--- src/rtl/sic_pkg.sv ---
package sic_pkg;

    localparam int DW        = 32;
    localparam int FW        = 4;
    localparam int SRC_PER_W = DW / FW;

    localparam int A_STATUS  = 0;
    localparam int A_MASK    = 1;
    localparam int A_WAKE    = 2;
    localparam int A_SPUR    = 3;
    localparam int A_ROUTE0  = 4;

    typedef enum logic [1:0] {
        Q_IDLE   = 2'd0,
        Q_LOOKUP = 2'd1,
        Q_HIT    = 2'd2,
        Q_MISS   = 2'd3
    } q_state_e;

endpackage

--- src/rtl/sic_sync.sv ---
module sic_sync #(
    parameter int W = 32
) (
    input  logic         clk,
    input  logic         rst_n,
    input  logic [W-1:0] async_in,
    output logic [W-1:0] sync_out
);
    logic [W-1:0] meta_q;
    logic [W-1:0] stab_q;

    always_ff @(posedge clk) begin
        if (!rst_n) begin
            meta_q <= '0;
            stab_q <= '0;
        end else begin
            meta_q <= async_in;
            stab_q <= meta_q;
        end
    end

    assign sync_out = stab_q;
endmodule

--- src/rtl/sic_regs.sv ---
module sic_regs
    import sic_pkg::*;
#(
    parameter int NUM_SRC = 32,
    parameter int ADDR_W  = 4,
    parameter int SPUR_W  = 8
) (
    input  logic                  clk,
    input  logic                  rst_n,
    input  logic                  wr_en,
    input  logic                  rd_en,
    input  logic [ADDR_W-1:0]     addr,
    input  logic [DW-1:0]         wdata,
    input  logic [NUM_SRC-1:0]    status,
    input  logic [SPUR_W-1:0]     spur_cnt,
    output logic [DW-1:0]         rdata,
    output logic [NUM_SRC-1:0]    mask_q,
    output logic [NUM_SRC-1:0]    wake_q,
    output logic [NUM_SRC*FW-1:0] route_flat
);
    localparam int NUM_RT  = NUM_SRC / SRC_PER_W;
    localparam int A_LIMIT = A_ROUTE0 + NUM_RT;

    logic [NUM_RT-1:0][DW-1:0] rt_q;
    logic [DW-1:0]             rd_next;
    logic                      unmapped;

    assign unmapped   = (int'(addr) >= A_LIMIT);
    assign route_flat = rt_q;

    always_ff @(posedge clk) begin
        if (!rst_n) begin
            mask_q <= '0;
            wake_q <= '1;
        end else if (wr_en) begin
            if (int'(addr) == A_MASK) mask_q <= wdata[NUM_SRC-1:0];
            if (int'(addr) == A_WAKE) wake_q <= wdata[NUM_SRC-1:0];
        end
    end

    for (genvar k = 0; k < NUM_RT; k++) begin : g_route_reg
        always_ff @(posedge clk) begin
            if (!rst_n)
                rt_q[k] <= '0;
            else if (wr_en && int'(addr) == A_ROUTE0 + k)
                rt_q[k] <= wdata;
        end
    end

    always_comb begin
        rd_next = '0;
        if (int'(addr) == A_STATUS) rd_next = DW'(status);
        if (int'(addr) == A_MASK)   rd_next = DW'(mask_q);
        if (int'(addr) == A_WAKE)   rd_next = DW'(wake_q);
        if (int'(addr) == A_SPUR)   rd_next = DW'(spur_cnt);
        for (int k = 0; k < NUM_RT; k++)
            if (int'(addr) == A_ROUTE0 + k) rd_next = rt_q[k];
    end

    always_ff @(posedge clk) begin
        if (!rst_n)
            rdata <= '0;
        else if (rd_en)
            rdata <= rd_next;
    end


    unmapped_wr_chk: assert property (@(posedge clk) disable iff (!rst_n)
        (wr_en && unmapped) |=> ($stable(mask_q) && $stable(wake_q) && $stable(rt_q)));

endmodule

--- src/rtl/sic_route.sv ---
module sic_route
    import sic_pkg::*;
#(
    parameter int NUM_SRC = 32,
    parameter int NUM_LVL = 7
) (
    input  logic [NUM_SRC-1:0]                status,
    input  logic [NUM_SRC-1:0]                mask_q,
    input  logic [NUM_SRC*FW-1:0]             route_flat,
    output logic [NUM_LVL-1:0][NUM_SRC-1:0]   cand,
    output logic [NUM_LVL-1:0]                lvl_req
);
    logic [NUM_SRC-1:0] active;

    assign active = status & mask_q;

    for (genvar l = 0; l < NUM_LVL; l++) begin : g_lvl
        for (genvar s = 0; s < NUM_SRC; s++) begin : g_src
            assign cand[l][s] = active[s] && (route_flat[s*FW +: FW] == FW'(l));
        end
        assign lvl_req[l] = |cand[l];
    end
endmodule

--- src/rtl/sic_query.sv ---
module sic_query
    import sic_pkg::*;
#(
    parameter int NUM_SRC = 32,
    parameter int NUM_LVL = 7,
    parameter int SPUR_W  = 8
) (
    input  logic                              clk,
    input  logic                              rst_n,
    input  logic                              qry_valid,
    input  logic [$clog2(NUM_LVL+1)-1:0]      qry_level,
    input  logic [NUM_LVL-1:0][NUM_SRC-1:0]   cand,
    output logic                              qry_ready,
    output logic                              rsp_valid,
    output logic                              rsp_spur,
    output logic [$clog2(NUM_SRC)-1:0]        rsp_src,
    output logic [SPUR_W-1:0]                 spur_cnt
);
    localparam int LVL_W = $clog2(NUM_LVL + 1);
    localparam int SRC_W = $clog2(NUM_SRC);

    q_state_e           st_q, st_d;
    logic [LVL_W-1:0]   lvl_q;
    logic [SRC_W-1:0]   src_q;
    logic [NUM_SRC-1:0] sel;
    logic [NUM_SRC-1:0] sel_hold_q;
    logic [SRC_W-1:0]   enc;
    logic               found;

    always_comb begin
        sel = '0;
        for (int l = 0; l < NUM_LVL; l++)
            if (int'(lvl_q) == l) sel = cand[l];
    end

    always_comb begin
        enc = '0;
        for (int i = NUM_SRC - 1; i >= 0; i--)
            if (sel[i]) enc = SRC_W'(i);
    end

    assign found = |sel;

    always_comb begin
        st_d = st_q;
        unique case (st_q)
            Q_IDLE:   if (qry_valid) st_d = Q_LOOKUP;
            Q_LOOKUP: st_d = found ? Q_HIT : Q_MISS;
            Q_HIT:    st_d = Q_IDLE;
            Q_MISS:   st_d = Q_IDLE;
        endcase
    end

    always_ff @(posedge clk) begin
        if (!rst_n) st_q <= Q_IDLE;
        else        st_q <= st_d;
    end

    always_ff @(posedge clk) begin
        if (!rst_n) begin
            lvl_q      <= '0;
            src_q      <= '0;
            spur_cnt   <= '0;
            sel_hold_q <= '0;
        end else begin
            if (st_q == Q_IDLE && qry_valid) lvl_q <= qry_level;
            if (st_q == Q_LOOKUP) begin
                sel_hold_q <= sel;
                src_q      <= found ? enc : '0;
                if (!found) spur_cnt <= spur_cnt + 1'b1;
            end
        end
    end

    always_comb begin
        qry_ready = (st_q == Q_IDLE);
        rsp_valid = (st_q == Q_HIT) || (st_q == Q_MISS);
        rsp_spur  = (st_q == Q_MISS);
        rsp_src   = src_q;
    end


    rsp_pulse_chk: assert property (@(posedge clk) disable iff (!rst_n)
        rsp_valid |=> !rsp_valid);


    spur_step_chk: assert property (@(posedge clk) disable iff (!rst_n)
        (spur_cnt != $past(spur_cnt)) |-> (rsp_spur && spur_cnt == $past(spur_cnt) + 1'b1));


    hit_win_chk: assert property (@(posedge clk) disable iff (!rst_n)
        (rsp_valid && !rsp_spur) |-> (sel_hold_q[rsp_src] &&
            ((sel_hold_q & ((NUM_SRC'(1) << rsp_src) - NUM_SRC'(1))) == '0)));


    ready_busy_chk: assert property (@(posedge clk) disable iff (!rst_n)
        (qry_ready && qry_valid) |=> (!qry_ready && !rsp_valid));

endmodule

--- src/rtl/sic_top.sv ---
module sic_top
    import sic_pkg::*;
#(
    parameter int NUM_SRC = 32,
    parameter int NUM_LVL = 7,
    parameter int ADDR_W  = 4,
    parameter int SPUR_W  = 8
) (
    input  logic                           clk,
    input  logic                           rst_n,
    input  logic [NUM_SRC-1:0]             irq_in,
    input  logic                           bus_wr,
    input  logic                           bus_rd,
    input  logic [ADDR_W-1:0]              bus_addr,
    input  logic [DW-1:0]                  bus_wdata,
    output logic [DW-1:0]                  bus_rdata,
    output logic [NUM_LVL-1:0]             lvl_req,
    output logic                           wake_req,
    input  logic                           qry_valid,
    input  logic [$clog2(NUM_LVL+1)-1:0]   qry_level,
    output logic                           qry_ready,
    output logic                           rsp_valid,
    output logic                           rsp_spurious,
    output logic [$clog2(NUM_SRC)-1:0]     rsp_src
);
    logic [NUM_SRC-1:0]              status;
    logic [NUM_SRC-1:0]              mask_q;
    logic [NUM_SRC-1:0]              wake_q;
    logic [NUM_SRC*FW-1:0]           route_flat;
    logic [NUM_LVL-1:0][NUM_SRC-1:0] cand;
    logic [SPUR_W-1:0]               spur_cnt;

    sic_sync #(.W(NUM_SRC)) u_sync (
        .clk      (clk),
        .rst_n    (rst_n),
        .async_in (irq_in),
        .sync_out (status)
    );

    sic_regs #(.NUM_SRC(NUM_SRC), .ADDR_W(ADDR_W), .SPUR_W(SPUR_W)) u_regs (
        .clk        (clk),
        .rst_n      (rst_n),
        .wr_en      (bus_wr),
        .rd_en      (bus_rd),
        .addr       (bus_addr),
        .wdata      (bus_wdata),
        .status     (status),
        .spur_cnt   (spur_cnt),
        .rdata      (bus_rdata),
        .mask_q     (mask_q),
        .wake_q     (wake_q),
        .route_flat (route_flat)
    );

    sic_route #(.NUM_SRC(NUM_SRC), .NUM_LVL(NUM_LVL)) u_route (
        .status     (status),
        .mask_q     (mask_q),
        .route_flat (route_flat),
        .cand       (cand),
        .lvl_req    (lvl_req)
    );

    sic_query #(.NUM_SRC(NUM_SRC), .NUM_LVL(NUM_LVL), .SPUR_W(SPUR_W)) u_query (
        .clk       (clk),
        .rst_n     (rst_n),
        .qry_valid (qry_valid),
        .qry_level (qry_level),
        .cand      (cand),
        .qry_ready (qry_ready),
        .rsp_valid (rsp_valid),
        .rsp_spur  (rsp_spurious),
        .rsp_src   (rsp_src),
        .spur_cnt  (spur_cnt)
    );

    assign wake_req = |(status & wake_q);

endmodule

--- config.mk ---
export PLATFORM = sky130hd
export DESIGN_NAME = sic_top
export DESIGN_NICKNAME = d
export VERILOG_FILES = /design/src/rtl/sic_pkg.sv /design/src/rtl/sic_sync.sv /design/src/rtl/sic_regs.sv /design/src/rtl/sic_route.sv /design/src/rtl/sic_query.sv /design/src/rtl/sic_top.sv
export SDC_FILE = /design/constraint.sdc
export NUM_CORES = 1
export LEC_CHECK = 0
export ABC_CLOCK_PERIOD_IN_PS = 8850
export BUFFER_PORTS_ARGS = -buffer_cell sky130_fd_sc_hd__buf_4
export CORE_MARGIN = 5
export CORE_UTILIZATION = 33
export CTS_BUF_LIST = sky130_fd_sc_hd__clkbuf_8
export CTS_CLUSTER_DIAMETER = 30
export DETAILED_ROUTE_END_ITERATION = 8
export SETUP_SLACK_MARGIN = 0.4
export SLEW_MARGIN = 5
export SYNTH_ARGS = -nofsm -noshare
export SYNTH_HDL_FRONTEND = slang
export SYNTH_SLANG_ARGS = --single-unit
export TNS_END_PERCENT = 5
--- constraint.sdc ---
create_clock -name clk -period 8.85 [get_ports clk]
set_clock_uncertainty 0.2 [all_clocks]
set_input_delay 1.77 -clock clk [delete_from_list [all_inputs] [get_ports clk]]
set_output_delay 1.77 -clock clk [all_outputs]
set_load 0.02 [all_outputs]
* Word-level counts from Yosys, hierarchy flattened *
Index checks and enable logic that the tools add are counted.

word-level totals
  flip-flop bits (word level) = 306
  bits in latches = 0
  memory bits (writable) = 0
  memory bits (read-only) = 0
  input port bits = 76
  output and inout bits = 48
  memories = 0

operators by class
  $add $sub $neg = 1
  $mul = 0
  div/mod/pow operators = 0
  $lt $le $gt $ge = 0
  equality and inequality tests = 209
  shift-type cells = 0
  multiplexer cells = 51
  bitwise gates (word level) = 3
  reductions and logical operators = 278

operators with widths
  kind                                                                   count
  32-bit two-way mux                                                     15
  4-bit by 3-bit equality test with 1-bit output, second input constant  98
  32-bit OR reduction                                                    9
  4-bit by 2-bit equality test with 1-bit output, second input constant  65
  1-bit logical AND                                                      229
  5-bit two-way mux                                                      33
  4-bit zero test                                                        33
  4-bit by 1-bit equality test with 1-bit output, second input constant  32
  32-bit bitwise AND                                                     2
  4-bit equality test, second input constant                             4
  3-bit equality test, second input constant                             4
  8-bit by 1-bit adder with 8-bit output, second input constant          1
  3-bit by 2-bit equality test with 1-bit output, second input constant  2
  2-bit one-hot mux with 3 select lines                                  1
  2-bit AND reduction                                                    3
  2-bit equality test, second input constant                             2
  3-bit zero test                                                        1
  2-bit by 1-bit equality test with 1-bit output, second input constant  1
  2-bit zero test                                                        1
  2-bit two-way mux                                                      1
  2-bit != test, second input constant                                   1
  2-bit OR reduction                                                     1
  1-bit logical OR                                                       1
  1-bit two-way mux                                                      1
  1-bit NOT                                                              1

* Depth between registers and ports, before layout *
  depth in word-level cells = 42
  depth in mapped cells = 13

* Cells and area by module *
From an unflattened synthesis, not the netlist that was laid out.

unflattened totals
  cells, all modules = 2317
  area, all modules = 18235.0 µm²

by module, submodules not included
  module     instances  cells each  area an instance (µm²)  sequential area each (µm²)
  sic_regs   1          1241        10087.2                 4484.3
  sic_query  1          456         3439.5                  360.3
  sic_route  1          465         2758.9                  0.0
  sic_sync   1          134         1791.7                  1281.2
  sic_top    1          21          157.7                   0.0

* Worst setup path before layout *
No wires, ideal clock.

  path kind = flip-flop to output port
  start point = register u_regs.rt_q, in the netlist u_regs.route_flat[85]
  end point = output port lvl_req[0]
  arrival time = 1.874 ns
  setup slack = 5.006 ns
  cell stages (with the launch flop) = 8
  buffers on the path = 1
  cell sequence = dfxtp_1 clkbuf_1 or2_2 o22ai_1 a211oi_1 or4b_2 nor4_1 nand3_1

between the ends
  word-level cells in the longest chain between the ends = 3

ends and longest elaborated chain
  item                              line             text
  start: declaration                sic_regs.sv:24   logic [NUM_RT-1:0][DW-1:0] rt_q;
  start signal: indexed assignment  sic_regs.sv:46   rt_q[k] <= wdata;
  4-bit zero test                   sic_route.sv:19  assign cand[l][s] = active[s] && (route_flat[s*FW +: FW] == FW'(l));
  1-bit logical AND                 sic_route.sv:19
  32-bit OR reduction               sic_route.sv:21  assign lvl_req[l] = |cand[l];
  end: declaration                  sic_top.sv:17    output logic [NUM_LVL-1:0] lvl_req,

Every way passes these cells.

* Worst setup path after layout *
  start point = register u_regs.rt_q, in the netlist u_regs.route_flat[97]
  end point = output port lvl_req[5]

between the ends
  word-level cells in the longest chain between the ends = 3

ends and longest elaborated chain
  item                                            line
  4-bit by 3-bit equality test with 1-bit output  sic_route.sv:19
  1-bit logical AND                               sic_route.sv:19
  32-bit OR reduction                             sic_route.sv:21

Every way passes these cells.

==> impl_metrics.csv <==
group,metric,value,unit
floorplan,coreArea,50200,um2
cts,clockBufferDepth,3,
sta,timing.fmax,169,MHz
synth,syn_area,16700,um2
critical_path,worst-setup-path-type,"flip-flop to primary output",
detailed_routing,top_layer_used,"met4",
cells_and_area,n_fill_cell,5135,
cts,cts.clk_slew.worst_paths,60,ps
detailed_routing,routed-wl-met3,9740,um
floorplan,start_util,33.3,%
detailed_routing,via_per_inst,6.23,
sta,period_share,66.8,%
detailed_routing,antenna_left,0,
floorplan,dieHeight,235,um
cells_and_area,final_layout_size_suffix_gt1_share,13.2,%
synth,ys_seq_area_share,36.6,%
detailed_routing,wirelength,88800,um
floorplan,row_count,82,
grt,grt_pass1_vias,17000,
detailed_routing,drt-pass1-iter-count,9,
sta,tightestPinTransition,1380,ps
power_and_ir_drop,p_total,3510,uW
synth,ys.flop_type,"dfxtp_1",
synth,yosysTopAreaCell,"dfxtp_1",
cts,clock_latency,660,ps
cts,cts_made_buffers,71,
critical_path,critPathRequiredTime,6880,ps
detailed_routing,drcViolationCount,0,
grt,antenna_found_initial,3,
sta,hold_viol,0,
placement,dp_hpwl,65200,um
synth,syn_nets,2328,
synth,synth_cells,2251,
cts,h-tree-depth,3,
cells_and_area,finalNetCount,2350,
cts,holdBufCountCts,0,
floorplan,die_w,235,um
grt,grt_max_degree,96,
critical_path,end_kind,"primary output",
floorplan,io_pins,124,
power_and_ir_drop,p_per_area,181,nW/um2
critical_path,cp.arrival,3940,ps
cts,cts_tree,"done",
cells_and_area,layout_commonest_cell,"nand2_1",
cells_and_area,layout_common_cells,"nand2_1 (509), dfxtp_1 (303), a21oi_1 (220), buf_4 (150), nand3_1 (103)",
cts,post_cts.repair.setup_buffers,0,
cells_and_area,area_growth,16.1,%
synth,ys_types,82,
cts,cts_root_buffer,"clkbuf_8",
synth,synthArstFlopShare,0,%
sta,setup_tns,0,ps
sta,slew_headroom,7.54,%
grt,grt_pass1_wl,125000,um
grt,grt.total_usage,30.4,%
power_and_ir_drop,ir_drop,0.000165,V
power_and_ir_drop,leakage,0.00694,uW
synth,synth_top_area_share,36.6,%
synth,yosysWarnings,0,
detailed_routing,via_count,18700,
floorplan,die_area,55300,um2
synth,synth_area_leaders,"dfxtp_1 (37%), nand2_1 (12%), a21oi_1 (6.6%)",
critical_path,cp-start-kind,"flip-flop",
sta,setup_viol,0,
outcome,status,"finished, final reports clean",
grt,grt_overflow,0,
job,max_cap_viol_count,0,
cts,ctsResizeCount,0,
synth,avgSynthCellArea,7.43,um2
detailed_routing,drt_iter0_drc,3022,
detailed_routing,wl_met1,35800,um
critical_path,path_max_fanout,13,
placement,numPortBuffers,123,
detailed_routing,wl_per_cell,29.6,um
placement,gp_congestion,1.03,
detailed_routing,wl_met2,37900,um
synth,ys_ff_latch,306,
worst_hold_path,hold_class,"flip-flop to flip-flop",
sta,slew_violations,0,
synth,synth_edf_count,0,
sta,min_period,5910,ps
sta,rsz0062_at_grt,"no",
cts,cts_sinks,306,
final timing paths:
path	from	endpoint	slack (ps)	cells after the start
min	u_sync.meta_q[31]$_SDFF_PN0_	u_sync.sync_out[31]$_SDFF_PN0_	220	1
max reg2reg	u_query.lvl_q[2]$_SDFFE_PN0P_	u_query.spur_cnt[5]$_SDFFE_PN0P_	4210	10
max	u_regs.route_flat[97]$_SDFFE_PN0P_	lvl_req[5]	2940	7
min reg2reg	u_sync.meta_q[31]$_SDFF_PN0_	u_sync.sync_out[31]$_SDFF_PN0_	220	1
cells in the mapped netlist, types with 6 or more instances:
master	count
nand2_1	513
dfxtp_1	306
a21oi_1	220
clkbuf_1	164
nor2_1	104
nand3_1	103
nor3_1	88
and2_1	70
o21ai_0	58
nand2b_1	50
xor2_1	43
a22oi_1	36
a221oi_1	35
a222oi_1	31
nor4_1	28
nand4b_1	27
o32ai_1	26
inv_1	25
o22ai_1	24
nand4_1	21
nor3b_1	19
buf_2	17
nand4bb_1	14
a32oi_1	12
nor2b_1	12
a31oi_1	11
or4_1	11
a2111oi_0	10
buf_4	10
o211ai_1	9
mux2i_1	8
nor4bb_1	8
or2_2	8
nand3b_1	7
a22o_1	6
a311oi_1	6
and3_1	6
and4b_1	6
o2111ai_1	6
o31ai_1	6
kinds of logic after synthesis:
group           Yosys count  synth area share, %
buf+inv                 226                 5.61
xor+xnor                 47                 2.46
compound gates          543                 21.6
fa+ha+maj                 1               0.0748
flops                   306                 36.6
mux                       9                0.546
simple gates           1119                 33.0
final cells by class:
type | count | area, um2 | share of cell area [%]
flip-flops and latches | 306 | 6130 | 31.6
inverters | 25 | 96.3 | 0.496
multi-input cells | 1719 | 9710 | 50.0
repair buffers | 150 | 1130 | 5.80
well taps | 672 | 841 | 4.33
clock buffers | 87 | 1200 | 6.17
diodes | 1 | 2.50 | 0.0129
clock inverters | 41 | 309 | 1.59
power breakdown:
group | internal (uW) | total, uW | switching (uW)
clock | 986 | 1700 | 718
sequential | 1420 | 1470 | 53.5
combinational | 113 | 330 | 217
through the flow:
stage	instances	setup WS (ps)	hold WS [ps]	util, %	instance area, um2
global route	3000	3120	246	38.7	19400
CTS	3000	3200	225	38.7	19400
floorplan	2251	5010	212	-	16700
global placement	2872	3780	215	35.7	17900
detailed placement	2872	3920	218	35.7	17900
finish	3001	2940	219	38.7	19400
flip-flops by register name, summed over array words and instances (netlist names):
name               flops
u_sync.meta_q         32
u_query.rsp_src        5
u_regs.mask_q         32
u_regs.rdata          32
u_sync.sync_out       32
u_query.st_q           2
u_regs.wake_q         32
u_query.spur_cnt       8
u_regs.route_flat    128
u_query.lvl_q          3
critical path, cell delays in order, from the launching register on:
cell      delay (ps)
dfxtp_1          830
nand2b_1         350
o22ai_1          190
nor4_1           650
nand3_1          160
nor3_1           490
nand4_1          340
buf_4            270
per-layer routing:
metal | GRT usage, % | vias up
met1 | 40.8 | 8943
li1 | - | 8167
met5 | 0 | -
met4 | 15.0 | 0
met2 | 46.2 | 1308
met3 | 6.80 | 290
No activity file was read; power rests on OpenSTA's default activity.
